$ cat src/rtl/sfr_pkg.sv
package sfr_pkg;

    typedef enum logic [1:0] {
        ST_CMD  = 2'd0,
        ST_ADDR = 2'd1,
        ST_DATA = 2'd2,
        ST_REJ  = 2'd3
    } sfr_state_e;

endpackage

$ cat src/rtl/sfr_edge.sv
module sfr_edge (
    input  logic clk,
    input  logic rst_n,
    input  logic sclk,
    output logic rise,
    output logic fall
);

    logic sclk_d, sclk_q;

    always_comb begin
        sclk_d = sclk;
        rise   = sclk & ~sclk_q;
        fall   = ~sclk & sclk_q;
    end

    always_ff @(posedge clk or negedge rst_n) begin
        if (!rst_n) sclk_q <= 1'b0;
        else        sclk_q <= sclk_d;
    end

endmodule

$ cat src/rtl/sfr_array.sv
module sfr_array #(
    parameter int AW = 6,
    parameter int DW = 8
) (
    input  logic          clk,
    input  logic          we,
    input  logic [AW-1:0] waddr,
    input  logic [DW-1:0] wdata,
    input  logic [AW-1:0] raddr,
    output logic [DW-1:0] rdata
);

    localparam int DEPTH = 1 << AW;

    logic [DW-1:0] mem_q [DEPTH];

    always_ff @(posedge clk) begin
        if (we) mem_q[waddr] <= wdata;
    end

    always_comb rdata = mem_q[raddr];

endmodule

$ cat src/rtl/sfr_ctrl.sv
module sfr_ctrl
    import sfr_pkg::*;
#(
    parameter int              AW   = 6,
    parameter int              DW   = 8,
    parameter int              CMDW = 8,
    parameter int              ADRW = 24,
    parameter logic [CMDW-1:0] OPC  = 8'h03
) (
    input  logic          clk,
    input  logic          rst_n,
    input  logic          cs_n,
    input  logic          mosi,
    input  logic          rise,
    input  logic          fall,
    input  logic [DW-1:0] rd_byte,
    output logic [AW-1:0] ptr,
    output sfr_state_e    state,
    output logic          miso,
    output logic          miso_oe
);

    localparam int SHW = ((AW > CMDW) ? AW : CMDW) - 1;
    localparam int CW  = $clog2(ADRW);
    localparam int BW  = $clog2(DW);

    typedef struct packed {
        sfr_state_e    state;
        logic [CW-1:0] cnt;
        logic [SHW-1:0] sh;
        logic [AW-1:0] ptr;
        logic [DW-1:0] obyte;
        logic [BW-1:0] bitc;
        logic          miso;
        logic          oe;
    } ctrl_t;

    ctrl_t r_d, r_q;

    always_comb begin
        r_d = r_q;
        if (cs_n) begin
            r_d.state = ST_CMD;
            r_d.cnt   = '0;
            r_d.bitc  = '0;
            r_d.oe    = 1'b0;
        end else begin
            unique case (r_q.state)
                ST_CMD: begin
                    if (rise) begin
                        r_d.sh = {r_q.sh[SHW-2:0], mosi};
                        if (r_q.cnt == CW'(CMDW - 1)) begin
                            r_d.cnt   = '0;
                            r_d.state = ({r_q.sh[CMDW-2:0], mosi} == OPC) ? ST_ADDR : ST_REJ;
                        end else begin
                            r_d.cnt = r_q.cnt + 1'b1;
                        end
                    end
                end
                ST_ADDR: begin
                    if (rise) begin
                        r_d.sh = {r_q.sh[SHW-2:0], mosi};
                        if (r_q.cnt == CW'(ADRW - 1)) begin
                            r_d.ptr   = {r_q.sh[AW-2:0], mosi};
                            r_d.cnt   = '0;
                            r_d.bitc  = '0;
                            r_d.state = ST_DATA;
                        end else begin
                            r_d.cnt = r_q.cnt + 1'b1;
                        end
                    end
                end
                ST_DATA: begin
                    if (fall) begin
                        r_d.oe = 1'b1;
                        if (r_q.bitc == '0) begin
                            r_d.miso  = rd_byte[DW-1];
                            r_d.obyte = rd_byte << 1;
                            r_d.ptr   = r_q.ptr + 1'b1;
                        end else begin
                            r_d.miso  = r_q.obyte[DW-1];
                            r_d.obyte = r_q.obyte << 1;
                        end
                        r_d.bitc = (r_q.bitc == BW'(DW - 1)) ? '0 : r_q.bitc + 1'b1;
                    end
                end
                default: ; // ST_REJ: wait for chip select to rise
            endcase
        end
    end

    always_ff @(posedge clk or negedge rst_n) begin
        if (!rst_n) begin
            r_q <= '{state: ST_CMD, default: '0};
        end else begin
            r_q <= r_d;
        end
    end

    always_comb begin
        ptr     = r_q.ptr;
        state   = r_q.state;
        miso    = r_q.miso;
        miso_oe = r_q.oe;
    end

endmodule

$ cat src/rtl/serial_read_slave.sv
module serial_read_slave
    import sfr_pkg::*;
#(
    parameter int              AW   = 6,
    parameter int              DW   = 8,
    parameter logic [7:0]      OPC  = 8'h03
) (
    input  logic          clk,
    input  logic          rst_n,
    input  logic          cs_n,
    input  logic          sclk,
    input  logic          mosi,
    output logic          miso,
    output logic          miso_oe,
    input  logic          ld_we,
    input  logic [AW-1:0] ld_addr,
    input  logic [DW-1:0] ld_data
);

    localparam int CMDW = 8;
    localparam int ADRW = 24;

    logic          sclk_rise, sclk_fall;
    logic [DW-1:0] rd_byte;
    logic [AW-1:0] ptr_w;
    sfr_state_e    st_w;

    sfr_edge u_edge (
        .clk   (clk),
        .rst_n (rst_n),
        .sclk  (sclk),
        .rise  (sclk_rise),
        .fall  (sclk_fall)
    );

    sfr_array #(.AW(AW), .DW(DW)) u_array (
        .clk   (clk),
        .we    (ld_we),
        .waddr (ld_addr),
        .wdata (ld_data),
        .raddr (ptr_w),
        .rdata (rd_byte)
    );

    sfr_ctrl #(
        .AW   (AW),
        .DW   (DW),
        .CMDW (CMDW),
        .ADRW (ADRW),
        .OPC  (OPC)
    ) u_ctrl (
        .clk     (clk),
        .rst_n   (rst_n),
        .cs_n    (cs_n),
        .mosi    (mosi),
        .rise    (sclk_rise),
        .fall    (sclk_fall),
        .rd_byte (rd_byte),
        .ptr     (ptr_w),
        .state   (st_w),
        .miso    (miso),
        .miso_oe (miso_oe)
    );

endmodule

$ cat config.mk
export PLATFORM = sky130hd
export DESIGN_NAME = serial_read_slave
export DESIGN_NICKNAME = d
export VERILOG_FILES = /design/src/rtl/sfr_pkg.sv /design/src/rtl/sfr_edge.sv /design/src/rtl/sfr_array.sv /design/src/rtl/sfr_ctrl.sv /design/src/rtl/serial_read_slave.sv
export SDC_FILE = /design/constraint.sdc
export NUM_CORES = 1
export LEC_CHECK = 0
export CAP_MARGIN = 0
export CORE_MARGIN = 2
export CORE_UTILIZATION = 50
export DETAILED_ROUTE_END_ITERATION = 6
export GPL_TIMING_DRIVEN = 0
export HOLD_SLACK_MARGIN = 0.03
export PLACE_DENSITY = 0.62
export SLEW_MARGIN = 5
export SYNTH_ARGS = -nofsm -noshare
export SYNTH_HDL_FRONTEND = slang
export SYNTH_SLANG_ARGS = --single-unit
export TNS_END_PERCENT = 50
$ cat constraint.sdc
create_clock -name clk -period 4.05 [get_ports clk]
set_input_delay 0.81 -clock clk [delete_from_list [all_inputs] [get_ports clk]]
set_output_delay 0.81 -clock clk [all_outputs]
set_load 0.005 [all_outputs]
Word level (Yosys, flattened, before mapping)
Memories as Yosys holds them, arrays and structs flattened.
Index checks and enable logic that the tools add are counted.

cells by class
  $add $sub $neg = 3
  bitwise logic cells = 5
  mux-type cells = 24
  reductions and logical operators = 15
  equality and inequality tests = 16

operator list
  kind                                                                   count
  14-bit one-hot mux with 2 select lines                                 1
  20-bit two-way mux                                                     1
  19-bit two-way mux                                                     1
  14-bit two-way mux                                                     1
  3-bit two-way mux                                                      4
  6-bit two-way mux                                                      2
  6-bit one-hot mux with 2 select lines                                  1
  5-bit two-way mux                                                      2
  3-bit != test, second input constant                                   3
  8-bit by 2-bit equality test with 1-bit output, second input constant  1
  8-bit two-way mux                                                      1
  4-bit AND reduction                                                    2
  2-bit nonzero test                                                     4
  7-bit two-way mux                                                      1
  6-bit by 1-bit adder with 6-bit output, second input constant          1
  2-bit two-way mux                                                      3
  2-bit != test, second input constant                                   3
  3-bit by 2-bit != test with 1-bit output, second input constant        2
  3-bit one-hot mux with 2 select lines                                  1
  3-bit AND reduction                                                    2
  6-bit AND reduction                                                    1
  3-bit nonzero test                                                     2
  5-bit by 1-bit adder with 5-bit output, second input constant          1
  5-bit by 3-bit equality test with 1-bit output, second input constant  1
  other kinds (13)                                                       21

word-level totals
  bits in writable memories = 512
  logic and storage cells = 73
  register bits = 34
  output and inout bits = 2
  memories kept = 1

memories
  name           words  bits a word  read ports  clocked after memory_dff  write ports  line             source
  u_array.mem_q  64     8            1           0                         1            sfr_array.sv:15  logic [DW-1:0] mem_q [DEPTH];

Logic depth before layout (Yosys ltp)
  depth in word-level cells = 6
  mapped depth = 10
  depth with buffers taken out = 7

Cells and area by module
Synthesis repeated with hierarchy kept, for this count alone.

second synthesis, totals
  cells, all modules = 1103
  area, all modules = 21790.9 µm²

modules (own cells, without submodules)
  module     area each (µm²)  cells each  times used
  sfr_array  20006.7          932         1
  sfr_ctrl   1744.2           168         1
  sfr_edge   40.0             3           1

Worst setup path after synthesis
OpenSTA, ideal clock, no wires.

  path kind = input -> register
  start = in ld_addr[3]
  end = mem u_array.mem_q[48][0] (enable)
  setup slack = 1.763 ns
  setup time = 0.383 ns
  arrival time = 1.904 ns
  stages on the path = 4
  required time = 3.667 ns
  cells stage by stage = clkbuf_1 > nor2b_1 > nand4b_1 > nor3_1

RTL lines
  what                line                     source
  start: declaration  serial_read_slave.sv:16  input logic [AW-1:0] ld_addr,
  end: declaration    sfr_array.sv:15

Straight into the memory's write port.

Worst setup path after layout
  start = reg u_ctrl.r_q, in the netlist u_ctrl.ptr[1]
  end = reg u_ctrl.r_q[9] (netlist name)

on the way
  word-level cells in the longest chain between the ends = 2

RTL lines
  what                      line            source
  start: declaration        sfr_ctrl.sv:38  ctrl_t r_d, r_q;
  start signal: assignment  sfr_ctrl.sv:96  r_q <= r_d;
  memory 64 x 8 bit         -
  8-bit two-way mux         sfr_ctrl.sv:76  if (r_q.bitc == '0) begin

Every way passes these cells.
A chain may end at the register's enable or synchronous reset.

==> results.md <==
- Status: completed
- Setup TNS Final: 0 ps
- Cells after synthesis: 1150
- # H-tree levels: 2
- Leakage power: 7.760 nW
- Wire per inst: 30.88 µm
- CP endpoint: u_ctrl.r_q[9]
- Seq pwr share: 0.548
- Clk slew on worst S/H paths: 70 ps
- Fin crit period: 2993 ps
- Worst-path fanout max: 10
- Hpwl dp: 37370 µm
- Commonest non-fill, non-tap cell in the layout: edfxtp_1
- # nets final: 1257
- Synth-to-Final Area Change: 12.58%
- Sw Ratio: 0.2063
- DRT Wirelength: 57530 µm
- Hold WS: 284.2 ps
- MaxCap Viol Count: 0
- Commonest non-fill, non-tap cells in the layout: edfxtp_1 (512), nor2_1 (98), mux4_2 (86)
- Largest net degree at the start of global routing: 45
- Slew Viols, Final: 0
- Nature of the critical path endpoint: flop
- IO Pins: 22
- Mapped Area: 21910 µm²
- CTS buffer count: 55
- Post-layout instance area: 24660 µm²
- F_max: 334.1 MHz
- CP Launch Type: flop
- Sequential area share after synthesis: 0.7395
- Ys async rst share: 0.06055
- Bufs on Longest Clock Path: 3
- Placed insts: 1760
- Hold Crit Class: input pin to asynchronous set/reset pin
- Pwr Total: 0.01144 W
- Initial Util: 0.5074
- Global route overflow: 0
- Clock skew: 18.77 ps
- Clock sink total: 545
- Die area: 45510 µm²
- First-pass DRT Iterations: 6
- Hold buffer count at cts: 0
- DR DRC count: 0
- Pint: 0.009078 W
- Yosys cell types: 65
- Routed Antenna Nets: 0
- Synth Net Count: 1175
- EDFF count, synth: 512
- Slew headroom: 0.3163
- Routed vias: 11.71k
- Synth Register Bits: 545
- Initial antenna violation count: 0
- First-pass GRT wire length: 82110 µm
- Ant diodes: 0
- Cell Pwr Density: 463.7 nW/µm²
- I/O Buffers: 16
- Synth Flop Type: edfxtp_1
- Filler cells: 3311
- DIE HEIGHT: 213.3 µm
- Worst Setup SP: u_ctrl.ptr[1]
- Final std cells w/o fill: 1863
- Worst-case reg-to-reg path depth: 8
- Worst EP required: 4570 ps
- Root Buffer: clkbuf_16
- Rows: 76
- Layout cells sized above 1: 0.1987
- RSZ-0062 raised after global routing: no
- R2r startpoint: u_ctrl.ptr[1]
- Final setup vio count: 0
- Worst slew pin tran: 1022 ps
- VDD IR max: 392.0 µV
- DP Area: 22930 µm²
- Combinational power share: 0.022
- Final period util: 0.7390
- R2r setup slk: 1060 ps
- DIE WIDTH: 213.3 µm
- Warnings from Yosys: 0
- Post-cts resize count: 0
- Clk pwr share: 0.431
- CP Class: flop to flop
- Endpoints failing hold: 0
- Setup bufs post-CTS: 0
- Initial DRC count: 1269
- Vias per inst: 6.283
- Final GP Congestion: 0.9047
- CTS tree: yes
- Clk_lat worst skew: 620 ps
- Switch Pwr: 0.002359 W
- R2r endpoint: u_ctrl.r_q[9]
- Total track usage: 0.2602
- Worst Path Arrival: 3510 ps
- Core ar.: 43170 µm²
- Vias in the first global route: 11.63k
- Avg Cell Area, Syn: 19.05 µm²
==> sequential cells by signal (all words and copies together) (netlist names) <==
name and cells:
u_array.mem_q 512, u_ctrl.ptr 6, u_ctrl.r_q 22, u_ctrl.miso 1
u_ctrl.miso_oe 1, u_edge.sclk_q 1, u_ctrl.state 2
==> how the worst min path moves through the flow <==
stage                         startpoint              to  slack (ps)  depth (start not counted)
after global placement    u_ctrl.r_q[12]  u_ctrl.r_q[12]         470                          2
after global routing               rst_n  u_ctrl.r_q[28]         350                          1
after floorplan           u_ctrl.r_q[12]  u_ctrl.r_q[12]         460                          2
after CTS                          rst_n   u_ctrl.r_q[6]         290                          1
final                              rst_n   u_ctrl.ptr[4]         280                          1
after detailed placement  u_ctrl.r_q[12]  u_ctrl.r_q[12]         480                          2
==> cells in the mapped netlist (all sizes together), types with 4 or more instances <==
cell,instances,share of area
a211oi,5,0.0017
nand2b,6,0.0017
nand2,39,0.0067
buf,37,0.015
o221ai,18,0.0072
dfrtp,33,0.038
a21oi,38,0.0087
a22o,4,0.0016
nand3b,4,0.0015
clkbuf,26,0.0086
nor4,4,0.0011
a221oi,4,0.0022
a32oi,5,0.0020
nor3,12,0.0030
nand3,13,0.0035
a31oi,6,0.0017
o21ai,27,0.0062
ha,5,0.0029
inv,5,0.00086
mux2,13,0.0067
nor2b,13,0.0037
edfxtp,512,0.70
a22oi,11,0.0038
nor2,98,0.017
mux2i,65,0.030
mux4,101,0.11
==> power groups by stage <==
stage	logic (W)	clock network [W]	registers, W
after floorplan	0.0000885	0	0.00637
after global placement	0.000221	0	0.00640
after detailed placement	0.000244	0	0.00638
after CTS	0.000245	0.00497	0.00626
after global routing	0.000265	0.00516	0.00627
final	0.000246	0.00493	0.00627
==> critical path: stages (launching register included) <==
cell	delay, ps
dfrtp_1	470
buf_6	230
buf_6	190
inv_2	210
buf_1	740
o21ai_0	460
a22oi_1	250
a21oi_1	120
nor4_1	210
==> cells by family after synthesis <==
group                    Yosys count  share of synthesized area
adder cells (fa/ha/maj)            5                   0.002856
buffers and inverters             68                    0.02479
multiplexers                     179                     0.1428
AND/OR/NAND/NOR                  206                    0.04415
XOR/XNOR                           4                   0.001599
flip-flops                       545                     0.7395
AO/OA/AOI/OAI                    143                    0.04432
==> routing by layer <==
layer	routed length [µm]	up-vias	global-route usage
met1	24150	6174	0.3731
li1	-	4874	-
met5	0	-	0
met2	26860	562	0.4045
met4	1516	0	0.08477
met3	4994	95	0.05354
==> final cells by class <==
class | instances | area [µm²] | area share
Tap cell | 585 | 732.0 | 0.02968
Sequential cell | 545 | 16200 | 0.6569
Clock inverter | 40 | 304.0 | 0.01233
Timing Repair Buffer | 25 | 282.8 | 0.01147
Clock buffer | 63 | 1428 | 0.05788
Buffer | 63 | 524.3 | 0.02126
Multi-Input combinational cell | 537 | 5174 | 0.2098
Inverter | 5 | 18.77 | 0.0007610
==> metrics by stage <==
step                setup slack (ps)  utilization
finish                          1057       0.5713
global route                   963.5       0.5713
CTS                             1089       0.5713
detailed placement             489.5       0.5312
global placement               411.2       0.5281
floorplan                       1763            -
Power figures use the tool's default switching activity.
